**src/rtl/gpio_split_dreg.sv**
```systemverilog
module gpio_split_dreg #(
  parameter int ADDR_W = 8,
  parameter logic [ADDR_W-1:0] REG_ADDR = 8'h24,
  parameter int HI_N = 6,
  parameter int LO_N = 8,
  parameter int RSV_N = 2,
  parameter int SYNC_N = 2
) (
  input  logic                      clk,
  input  logic                      por_n,
  input  logic                      mrst_n,
  input  logic                      standby,
  input  logic                      sleep,
  input  logic [ADDR_W-1:0]         addr,
  input  logic                      wr_en,
  input  logic [HI_N+LO_N+RSV_N-1:0] wdata,
  output logic [HI_N+LO_N+RSV_N-1:0] rdata,
  input  logic [HI_N-1:0]           pin_cfg,
  input  logic [HI_N+LO_N-1:0]      pin_in,
  output logic [HI_N-1:0]           pin_out
);
  localparam int PIN_N = HI_N + LO_N;
  localparam int DW    = PIN_N + RSV_N;

  logic             sel, wr_ok;
  logic [HI_N-1:0]  lat_q, hi_rd;
  logic [PIN_N-1:0] sync_q [SYNC_N];
  logic [PIN_N-1:0] pin_s;
  logic [DW-1:0]    word;

  assign sel   = (addr == REG_ADDR);
  assign wr_ok = wr_en && sel && mrst_n && !standby && !sleep;

  always_ff @(posedge clk) begin
    sync_q[0] <= pin_in;
    for (int k = 1; k < SYNC_N; k++) sync_q[k] <= sync_q[k-1];
  end
  assign pin_s = sync_q[SYNC_N-1];

  always_ff @(posedge clk or negedge por_n) begin
    if (!por_n)     lat_q <= '0;
    else if (wr_ok) lat_q <= wdata[PIN_N-1:LO_N];
  end

  for (genvar i = 0; i < HI_N; i++) begin : g_hi
    assign hi_rd[i]   = pin_cfg[i] ? pin_s[LO_N+i] : lat_q[i];
    assign pin_out[i] = pin_cfg[i] ? 1'b0 : lat_q[i];
  end

  assign word  = {{RSV_N{1'b0}}, hi_rd, pin_s[LO_N-1:0]};
  assign rdata = sel ? word : '0;

  logic [1:0] warm_q;
  always_ff @(posedge clk or negedge por_n) begin
    if (!por_n)              warm_q <= '0;
    else if (warm_q != 2'd3) warm_q <= warm_q + 2'd1;
  end


  rsv_zero_chk: assert property (@(posedge clk) disable iff (!por_n)
    rdata[DW-1:PIN_N] == '0);


  wr_take_chk: assert property (@(posedge clk) disable iff (!por_n)
    wr_ok |=> lat_q == HI_N'($past(wdata) >> LO_N));


  por_clear_chk: assert property (@(posedge clk) disable iff (!por_n)
    $rose(por_n) |-> lat_q == '0);


  hold_chk: assert property (@(posedge clk) disable iff (!por_n)
    (!mrst_n || standby || sleep) |=> $stable(lat_q));

  if (SYNC_N == 2) begin : g_lat_chk

    lo_track_chk: assert property (@(posedge clk) disable iff (!por_n)
      (warm_q == 2'd3 && sel) |-> rdata[LO_N-1:0] == $past(pin_in[LO_N-1:0], 2));
  end
endmodule

```
**config.mk**
```make
export PLATFORM = sky130hd
export DESIGN_NAME = gpio_split_dreg
export DESIGN_NICKNAME = d
export VERILOG_FILES = /design/src/rtl/gpio_split_dreg.sv
export SDC_FILE = /design/constraint.sdc
export NUM_CORES = 1
export LEC_CHECK = 0
export BUFFER_PORTS_ARGS = -buffer_cell sky130_fd_sc_hd__buf_2
export CORE_MARGIN = 3
export CORE_UTILIZATION = 42
export CTS_BUF_LIST = sky130_fd_sc_hd__clkbuf_8 sky130_fd_sc_hd__clkbuf_16
export CTS_CLUSTER_SIZE = 14
export DETAILED_ROUTE_END_ITERATION = 8
export PLACE_DENSITY_LB_ADDON = 0.3
export REMOVE_ABC_BUFFERS = 1
export SETUP_SLACK_MARGIN = 0.2
export SYNTH_ARGS = -nofsm -noshare
export SYNTH_HDL_FRONTEND = slang
export SYNTH_SLANG_ARGS = --single-unit
```
**constraint.sdc**
```tcl
create_clock -name clk -period 1.8 [get_ports clk]
set_input_delay 0.09 -clock clk [delete_from_list [all_inputs] [get_ports clk]]
set_output_delay 0.09 -clock clk [all_outputs]
set_load 0.01 [all_outputs]
```
==> results of run 1 <==
==> where the power goes <==
part	switching, µW	internal [µW]	leakage [µW]
combinational	31.0	60.1	0.000461
sequential	7.27	789	0.000320
clock	242	302	0.0000524
total	281	1150	0.000833
==> final timing paths <==
kind                                       from                    end  slack, ps  depth (start not counted)
setup / recovery                        addr[4]              rdata[12]        380                          5
hold / removal                        wdata[11]   lat_q[3]$_DFFE_PN0P_         30                          2
setup reg to reg           lat_q[4]$_DFFE_PN0P_   lat_q[4]$_DFFE_PN0P_       1010                          1
hold reg to reg            sync_q[0][2]$_DFF_P_  sync_q[0][16]$_DFF_P_        320                          0
max in group asynchronous                 por_n   lat_q[5]$_DFFE_PN0P_       1480                          2
min in group asynchronous                 por_n   lat_q[0]$_DFFE_PN0P_        180                          2
==> cells in the mapped netlist, drive strengths merged <==
cell type  count  area [µm²]
a21oi          6       30.03
nand3          1       17.52
nor2           6       22.52
nor2b          6       37.54
conb           1       3.750
dfxtp         28       560.5
nand2          1       3.750
mux2           6       67.56
buf            2       15.01
dfrtp          6       150.1
nor4b          2       47.55
nor4bb         1       10.01
and3           8       60.06
==> sequential cells by signal, summed over array words and instances, names as in the netlist <==
name	cells
sync_q	28
lat_q	6
==> cell usage in the layout, fill, tap and decap left out <==
master,n
sky130_fd_sc_hd__a21oi_1,6
sky130_fd_sc_hd__nor4bb_1,1
sky130_fd_sc_hd__clkbuf_8,6
sky130_fd_sc_hd__conb_1,2
sky130_fd_sc_hd__dfrtp_1,6
sky130_fd_sc_hd__buf_2,59
sky130_fd_sc_hd__mux2_1,2
sky130_fd_sc_hd__clkinv_2,1
sky130_fd_sc_hd__nor2b_1,6
sky130_fd_sc_hd__nand2_1,1
sky130_fd_sc_hd__inv_1,1
sky130_fd_sc_hd__nor4b_4,2
sky130_fd_sc_hd__mux2_2,4
sky130_fd_sc_hd__nor2_1,6
sky130_fd_sc_hd__nand3_4,1
sky130_fd_sc_hd__dfxtp_1,28
sky130_fd_sc_hd__and3_2,8
sky130_fd_sc_hd__dlygate4sd3_1,15
==> metal layers <==
layer  GRT usage  up-vias  part of all wire  wire length, µm
met4     0.08333        0             0.016               34
met3     0.05607        5             0.075              160
met1      0.1209      374              0.33              698
met2      0.2922       29              0.58             1245
li1            -      404                 -                -
met5           0        -                 0                0
==> logic make-up after synthesis <==
kind of cell,Yosys count,synth area share
other cells,1,0.003655
buf+inv,2,0.01463
flops,34,0.6927
compound gates,6,0.02927
simple gates,25,0.1939
mux,6,0.06585
==> stage by stage <==
| stage | std cells | cell area, µm² | setup WS, ps | power, µW | utilization |
|---|---|---|---|---|---|
| 5_1_grt | 183 | 1587 | 252.5 | 1494 | 0.7037 |
| 3_5_place_dp | 160 | 1345 | 326.3 | 880.2 | 0.5966 |
| 2_1_floorplan | 73 | 1015 | 668.5 | 826.1 | - |
| 4_1_cts | 183 | 1587 | 332.6 | 1450 | 0.7037 |
| 6_report | 183 | 1587 | 376.5 | 1432 | 0.7037 |
| 3_3_place_gp | 160 | 1345 | 402.4 | 875.3 | 0.5966 |
==> what timing repair did <==
action,in CTS,in global routing
hold buffers,15,0
hold endpoints to repair,20,0
setup buffers,0,0
gates resized for setup,0,0
==> layout make-up <==
type / count / share of cell area
timing repair buffer: 74 / 0.2808
clock inverter: 2 / 0.005521
sequential: 34 / 0.4480
multi-input combinational: 39 / 0.1916
tap: 28 / 0.02208
clock buffer: 6 / 0.05205
==> run_results.csv, run 1 <==
group,metric,value,unit
worst_setup_path,crit_path_frequent_cell,"sky130_fd_sc_hd__buf_2",
finish,multi_input_gate_area,304.0,µm²
floorplanning,coreArea,2255,µm²
timing,final.min_clock_period,1423,ps
global_route,grt_antenna_before_repair,0,
clock_network,clock_sinks,34,
drt,wl,2138,µm
clock_network,cts_tree,"built",
timing,final_hold_viol_count,0,
finish,layout-area-overhead-vs-synth,54.63,%
synth,seq_area_frac_synth,0.6927,
finish,layout.filler_cells,172,
timing,totalNegativeSetupSlack,0,ps
floorplanning,dieHeight,55.43,µm
hold_path,worstHoldPathType,"in -> reg",
drt,routed_via_density,4.437,
power_and_ir_drop,irDropWorstVdd,721.0,µV
timing,final.period_utilization,0.7908,
global_route,global_route.overflow_total,0,
drt,detail_route.iter0.violations,21,
timing,worst-slew-pin-transition,553.7,ps
synth,netlist_instances,74,
drt,detail_route.wl_per_cell,11.68,µm
clock_network,worst_setup_hold_path_clk_slew,60,ps
finish,footprint_of_the_flip_flops_and_latches,710.7,µm²
timing,timing.fmax,702.5,MHz
synth,ys_seq_elements,34,
clock_network,clock_insertion_delay_worst_skew,270,ps
worst_setup_path,critical_path_class,"in -> out",
worst_setup_path,critical_path.max_stage_delay,540,ps
timing,timing.final.setup_violations,0,
worst_setup_path,path_buf_inv,2,
floorplanning,rows,17,
drt,drc,0,
global_route,first_pass_grt_wire_length,3484,µm
worst_setup_path,worst_setup_path_end_kind,"primary output",
global_route,grt_max_degree,11,
placement,routabilityCongestion,0.7637,
timing,fin_hold_ws,33.64,ps
placement,port_buffers,59,
floorplanning,initial_core_util,0.4551,
clock_network,tritoncts.num_buffers,5,
worst_setup_path,timing.critical_path.max_delay_family,"simple AND/OR/NAND/NOR gates",
floorplanning,design.die.area,3072,µm²
worst_setup_path,critPathLaunchType,"input pin",
worst_setup_path,timing.critical_path.fanout_max,10,
power_and_ir_drop,power.density,902.6,nW/µm²
job,max_cap_violations,0,
timing,report.final.slew_viol_count,0,
timing,skew,1.886,ps
worst_setup_path,timing.critical_path.arrival,1330,ps
worst_setup_path,timing.critical_path.cells,"buf_2 > nor4b_4 > nand2_1 > nor2_1 > buf_2",
timing,maxSlewHeadroom,0.6259,
drt,route.antenna.remaining_nets,0,
clock_network,cts_max_level,2,
worst_setup_path,worstPathRequired,1710,ps
clock_network,cts-root-to-sink-buffers,2,
power_and_ir_drop,power_leakage,0.0008331,µW
synth,number_of_distinct_library_cell_variants_in_the_gate_level_netlist_after_synthesis,14,
floorplanning,ioPinCount,72,
global_route,grt_pass1_vias,865,
timing,rsz0062_at_grt,"false",
finish,num_antenna_cells,0,
drt,via_count,812,
drt,drt_first_pass_iters,4,
global_route,track_usage,0.1484,
worst_setup_path,cp_slowest_cell,"sky130_fd_sc_hd__nor4b_4",
synth,avgSynthCellArea,13.86,µm²
synth,netlist_area,1026,µm²
floorplanning,width_of_the_die,55.43,µm
placement,dp.final_hpwl,1593,µm
synth,ys.warnings.count,0,
run_status,status,"finished, final reports clean",
clock_network,cts.root.buffer_cell,"sky130_fd_sc_hd__clkbuf_8",
finish,fin_nets,204,
finish,drive_gt1_frac,0.5226,
Note: power is estimated with default switching activity, not from simulation.
==> run 2: changes to the inputs <==
--- a/config.mk
+++ b/config.mk
@@ -7,7 +7,7 @@
 export LEC_CHECK = 0
 export BUFFER_PORTS_ARGS = -buffer_cell sky130_fd_sc_hd__buf_2
 export CORE_MARGIN = 3
-export CORE_UTILIZATION = 42
+export CORE_UTILIZATION = 35
 export CTS_BUF_LIST = sky130_fd_sc_hd__clkbuf_8 sky130_fd_sc_hd__clkbuf_16
 export CTS_CLUSTER_SIZE = 14
 export DETAILED_ROUTE_END_ITERATION = 8
==> constraint.sdc (replaced) <==
create_clock -name clk -period 1.2 [get_ports clk]
set_input_delay 0.06 -clock clk [delete_from_list [all_inputs] [get_ports clk]]
set_output_delay 0.06 -clock clk [all_outputs]
set_load 0.01 [all_outputs]
==> run 2 against run 1 <==
Largest cell class unchanged. Register-to-register slack got worse by 600 ps. Count of clock-buffer cells in the layout decreased by 1. Cell count increased by 7.1%. Combinational power increased by 93%. Setup slack got worse by 310 ps. Sequential cell count unchanged. Global-route usage decreased by 0.36 points. Wire length increased by 22%. Power increased by 66%. Via count increased by 9.5%.
==> run_results.csv, run 2 (same netlist as run 1, synthesis figures left out) <==
group,metric,value,unit
finish,drive_gt1_frac,0.6303,
floorplanning,design.die.area,3617,µm²
drt,wl,2604,µm
global_route,grt_antenna_before_repair,0,
power_and_ir_drop,power.density,1255,nW/µm²
floorplanning,dieHeight,60.14,µm
timing,rsz0062_at_grt,"true",
worst_setup_path,critPathLaunchType,"register",
power_and_ir_drop,share_seq_of_total_power,0.504,
worst_setup_path,timing.critical_path.fanout_max,2,
finish,num_antenna_cells,0,
worst_setup_path,critical_path_class,"reg -> out",
clock_network,clock_insertion_delay_worst_skew,280,ps
global_route,grt_pass1_vias,883,
global_route,track_usage,0.1448,
timing,final_hold_viol_count,0,
floorplanning,initial_core_util,0.3689,
clock_network,cts_tree,"built",
drt,via_count,889,
drt,route.antenna.remaining_nets,0,
clock_network,worst_setup_hold_path_clk_slew,70,ps
finish,multi_input_gate_area,407.9,µm²
power_and_ir_drop,proportion_of_power_drawn_by_combinational_gates,0.074,
timing,timing.final.setup_violations,0,
power_and_ir_drop,net-switching-power,469.4,µW
clock_network,tritoncts.num_buffers,5,
run_status,status,"finished, final reports clean",
floorplanning,ioPinCount,72,
finish,footprint_of_the_flip_flops_and_latches,710.7,µm²
drt,detail_route.wl_per_cell,13.29,µm
worst_setup_path,timing.critical_path.cells,"nor2b_4 > a21oi_2 > nor2_1 > buf_2",
global_route,global_route.overflow_total,0,
floorplanning,rows,19,
finish,fin_nets,214,
clock_network,cts.root.buffer_cell,"sky130_fd_sc_hd__clkbuf_8",
timing,report.final.slew_viol_count,0,
placement,dp.final_hpwl,1665,µm
finish,layout-area-overhead-vs-synth,84.76,%
power_and_ir_drop,irDropWorstVdd,1197,µV
timing,timing.fmax,881.0,MHz
finish,commonest_cells_after_routing_fill_and_taps_aside,"43 x sky130_fd_sc_hd__buf_2, 28 x sky130_fd_sc_hd__dfxtp_1, 17 x sky130_fd_sc_hd__dlygate4sd3_1, 17 x sky130_fd_sc_hd__buf_6, 8 x sky130_fd_sc_hd__and3_4",
power_and_ir_drop,switching_share,0.1973,
finish,mostFrequentLayoutCell,"sky130_fd_sc_hd__buf_2",
drt,detail_route.iter0.violations,13,
finish,regMostFlops,"sync_q",
job,max_cap_violations,0,
drt,drc,0,
timing,final.min_clock_period,1135,ps
power_and_ir_drop,p_int,1910,µW
finish,largest_reg_flops,28,
worst_setup_path,critical_path.max_stage_delay,390,ps
finish,post-route-cell-area,1896,µm²
worst_setup_path,cp_slowest_cell,"sky130_fd_sc_hd__dfrtp_1",
floorplanning,coreArea,2781,µm²
timing,skew,2.442,ps
timing,final.period_utilization,0.9459,
placement,routabilityCongestion,0.6434,
floorplanning,width_of_the_die,60.14,µm
clock_network,cts-root-to-sink-buffers,2,
placement,port_buffers,59,
hold_path,worstHoldPathType,"in -> reg",
global_route,first_pass_grt_wire_length,3650,µm
clock_network,clock_sinks,34,
worst_setup_path,worstPathRequired,1140,ps
power_and_ir_drop,power_leakage,0.0009026,µW
worst_setup_path,worst_setup_path_end_kind,"primary output",
finish,layout.filler_cells,210,
drt,drt_first_pass_iters,2,
placement,placedInstanceArea,1379,µm²
drt,routed_via_density,4.536,
power_and_ir_drop,share_of_power_burned_in_the_clock_network,0.423,
global_route,grt_max_degree,12,
clock_network,cts_max_level,2,
finish,layout_top_registers,"sync_q x28, lat_q x6",
worst_setup_path,timing.critical_path.arrival,1080,ps
finish,finalCoreUtilization,0.6815,
## run 2: cell types whose count changed in the layout (fill, tap and decap cells not counted), sizes merged
| cell | before | now |
|---|---|---|
| buf | 59 | 67 |
| clkinv | 1 | 2 |
| bufinv | 0 | 1 |
| inv | 1 | 0 |
| clkbuf | 6 | 5 |
| dlygate4sd3 | 15 | 17 |
## run 2: final timing paths
check	cells after the start	from	slack [ps]	to
setup / recovery	4	lat_q[4]$_DFFE_PN0P_	60	rdata[12]
hold / removal	2	wdata[9]	20	lat_q[1]$_DFFE_PN0P_
setup reg to reg	1	lat_q[4]$_DFFE_PN0P_	410	lat_q[4]$_DFFE_PN0P_
hold reg to reg	0	sync_q[0][4]$_DFF_P_	330	sync_q[0][18]$_DFF_P_
max in group asynchronous	2	por_n	900	lat_q[1]$_DFFE_PN0P_
min in group asynchronous	2	por_n	150	lat_q[5]$_DFFE_PN0P_
## run 2: final cells by class
class / count / share of cell area
clock buffer: 5 / 0.03630
clock inverter: 3 / 0.02112
multi-input combinational: 39 / 0.2152
sequential: 34 / 0.3749
tap: 31 / 0.02046
timing repair buffer: 84 / 0.3320
## run 2: worst max-delay path, delay by kind of cell (launching register included)
family | cells | cell delay [ps]
flops | 1 | 390
simple gates | 2 | 180
buf+inv | 1 | 130
compound gates | 1 | 90
## run 2: through the flow
stage	power, µW	TNS, ps	hold WS (ps)	instances	worst slack, ps
floorplan	1239	0	-235.6	73	98.47
global placement	1318	-18.06	-108.0	167	-9.149
detailed placement	1325	-132.7	-101.3	167	-43.36
CTS	2401	0	10.21	194	56.44
global route	2473	0	5.878	196	18.12
finish	2379	0	15.62	196	64.91
## run 2: layer usage
| layer | track usage | vias up | share of wire |
|---|---|---|---|
| met4 | 0.06013 | 0 | 0.018 |
| met2 | 0.2701 | 40 | 0.57 |
| met5 | 0 | - | 0 |
| met1 | 0.1297 | 417 | 0.33 |
| met3 | 0.07127 | 7 | 0.085 |
| li1 | - | 425 | - |
## run 2: what timing repair did
item | CTS | global route
hold buffers | 17 | 0
gates resized for setup | 39 | 6
cloned | 0 | 0
buffers inserted | 2 | 2
setup endpoints to repair | 19 | 22
hold endpoints to repair | 22 | 0
pin swaps | 12 | 3
## run 2: power by group through the flow
| stage | Sequential, µW | Combinational, µW | Clock [µW] |
|---|---|---|---|
| after floorplan | 1210 | 24.4 | 0 |
| after global placement | 1220 | 101 | 0 |
| after detailed placement | 1220 | 105 | 0 |
| after CTS | 1200 | 174 | 1030 |
| after global routing | 1200 | 191 | 1080 |
| final | 1200 | 176 | 1010 |
==> run 3: changes to the inputs <==
==> constraint.sdc (replaced) <==
create_clock -name clk -period 1 [get_ports clk]
set_input_delay 0.05 -clock clk [delete_from_list [all_inputs] [get_ports clk]]
set_output_delay 0.05 -clock clk [all_outputs]
set_load 0.01 [all_outputs]
==> run 3 against run 2 <==
The flow now finishes with violations (negative hold slack, negative setup slack). Die area did not move. Core utilization rose by 0.76 points. Non-clock buffer count up 1. First-iteration DRC count fell by 15%. Global-route usage is 0.57 points higher. Clock skew about the same. Count of clock-buffer cells in the layout increased by 1. Wire length increased by 0.92%. Worst hold slack worse by 24 ps. Combinational power up 22%.
==> run_results.csv, run 3 (same netlist as run 1, synthesis figures left out) <==
group,metric,value,unit
run_status,status,"finished, violations left",
run_status,violations,"negative hold slack, negative setup slack",
worst_setup_path,crit_end,"rdata[11]",
finish,num_antenna_cells,0,
placement,port_buffers,59,
global_route,grt_pass1_vias,942,
floorplanning,coreArea,2781,µm²
clock_network,post_cts_hold_buffer_count,15,
power_and_ir_drop,irDropWorstVdd,1628,µV
finish,finalCoreUtilization,0.6892,
worst_setup_path,r2r_setup_slack,220,ps
timing,report.final.slew_viol_count,0,
finish,mostFrequentLayoutCell,"sky130_fd_sc_hd__buf_2",
worst_setup_path,timing.critical_path.cells,"nor2b_4 > a21oi_2 > nor2_2 > buf_2",
worst_setup_path,worst_r2r_path_depth,1,
timing,totalNegativeSetupSlack,-1016,ps
clock_network,cts-root-to-sink-buffers,2,
worst_setup_path,timing.critical_path.max_delay_family,"flip-flops",
placement,dpl.cell_count,169,
floorplanning,width_of_the_die,60.14,µm
finish,commonest_cells_after_routing_fill_and_taps_aside,"42 x sky130_fd_sc_hd__buf_2, 28 x sky130_fd_sc_hd__dfxtp_1, 24 x sky130_fd_sc_hd__buf_6",
global_route,first_pass_grt_wire_length,3870,µm
drt,via_count,888,
clock_network,clock_sinks,34,
worst_setup_path,critPathLaunchType,"register",
drt,drc,0,
finish,footprint_of_the_flip_flops_and_latches,710.7,µm²
finish,layout-area-overhead-vs-synth,86.83,%
floorplanning,dieHeight,60.14,µm
drt,drt_first_pass_iters,2,
worst_setup_path,timing.critical_path.arrival,1080,ps
timing,final.period_utilization,1.135,
placement,routabilityCongestion,0.6816,
timing,fin_hold_ws,-8.310,ps
hold_path,worstHoldPathType,"in -> reg",
worst_setup_path,critical_path.startpoint,"lat_q[3]$_DFFE_PN0P_",
clock_network,tritoncts.num_buffers,5,
finish,layout.filler_cells,199,
finish,post-route-cell-area,1917,µm²
worst_setup_path,cp_slowest_cell,"sky130_fd_sc_hd__dfrtp_1",
timing,final.min_clock_period,1135,ps
worst_setup_path,critical_path.max_stage_delay,390,ps
drt,wl,2628,µm
global_route,track_usage,0.1505,
floorplanning,rows,19,
clock_network,cts_max_level,2,
timing,skew,2.255,ps
finish,multi_input_gate_area,420.4,µm²
global_route,grt_max_degree,11,
timing,layout_setup_ws,-134.6,ps
drt,detail_route.wl_per_cell,13.41,µm
finish,layout_top_registers,"sync_q x28, lat_q x6",
clock_network,cts_tree,"built",
clock_network,clock_insertion_delay_worst_skew,270,ps
worst_setup_path,worstPathRequired,950,ps
clock_network,worst_setup_hold_path_clk_slew,70,ps
finish,fin_nets,215,
worst_setup_path,cp_num_cells,4,
drt,routed_via_density,4.531,
placement,dp.final_hpwl,1684,µm
drt,detail_route.iter0.violations,11,
timing,timing.final.setup_violations,16,
timing,rsz0062_at_grt,"true",
finish,largest_reg_flops,28,
worst_setup_path,path_buf_inv,1,
worst_setup_path,timing.critical_path.fanout_max,2,
finish,regMostFlops,"sync_q",
worst_setup_path,reg2reg_from,"lat_q[4]$_DFFE_PN0P_",
drt,route.antenna.remaining_nets,0,
timing,final_hold_viol_count,1,
power_and_ir_drop,power.density,1362,nW/µm²
timing,timing.fmax,881.4,MHz
worst_setup_path,critical_path_class,"reg -> out",
worst_setup_path,worst_setup_path_end_kind,"primary output",
floorplanning,ioPinCount,72,
finish,drive_gt1_frac,0.6667,
power_and_ir_drop,power_leakage,0.0009048,µW
floorplanning,initial_core_util,0.3689,
finish,instances_no_fill,196,
global_route,grt_antenna_before_repair,0,
job,max_cap_violations,0,
clock_network,cts.root.buffer_cell,"sky130_fd_sc_hd__clkbuf_8",
worst_setup_path,r2r_end,"lat_q[4]$_DFFE_PN0P_",
floorplanning,design.die.area,3617,µm²
placement,placedInstanceArea,1394,µm²
global_route,global_route.overflow_total,0,
[run 3: final cells by class]
class	instances	share of cell area
clock buffer	6	0.04308
clock inverter	1	0.001958
multi-input combinational	39	0.2193
sequential	34	0.3708
tap	31	0.02023
timing repair buffer	85	0.3446
[run 3: power by group]
group          internal, µW  total, µW  switching (µW)  leakage (µW)
Sequential             1420       1440            18.3      0.000320
Clock                   535        957             422     0.0000485
Combinational           139        215            75.4      0.000536
[run 3: how the worst min path moves through the flow]
stage / start / endpoint / cells after the start / slack (ps)
4_1_cts: wdata[12] / lat_q[4]$_DFFE_PN0P_ / 2 / -10
3_3_place_gp: por_n / lat_q[5]$_DFFE_PN0P_ / 1 / -120
2_1_floorplan: por_n / lat_q[0]$_DFFE_PN0P_ / 0 / -250
3_5_place_dp: por_n / lat_q[5]$_DFFE_PN0P_ / 1 / -120
5_1_grt: wdata[12] / lat_q[4]$_DFFE_PN0P_ / 2 / -5
6_report: wdata[12] / lat_q[4]$_DFFE_PN0P_ / 2 / -8
[run 3: per-layer routing]
layer | wire length, µm | track usage | part of all wire | vias to the layer above
met2 | 1562 | 0.2948 | 0.59 | 36
li1 | - | - | - | 426
met1 | 858 | 0.1415 | 0.33 | 422
met3 | 168 | 0.04752 | 0.064 | 4
met4 | 38 | 0.05696 | 0.014 | 0
met5 | 0 | 0 | 0 | -
[run 3: repair_timing]
| item | 4_1_cts | 5_1_grt |
|---|---|---|
| gates resized for setup | 44 | 13 |
| endpoints found under the setup margin | 26 | 26 |
| endpoints found under the hold margin | 21 | 1 |
| buffers inserted | 2 | 3 |
| pin swaps | 10 | 8 |
[run 3: metrics by stage]
stage,total power (µW),setup slack (ps),hold slack [ps]
2_1_floorplan,1487,-91.53,-245.6
5_1_grt,2720,-185.0,-4.638
4_1_cts,2625,-127.3,-12.10
3_5_place_dp,1593,-231.6,-120.4
6_report,2610,-134.6,-8.310
3_3_place_gp,1585,-190.4,-123.1
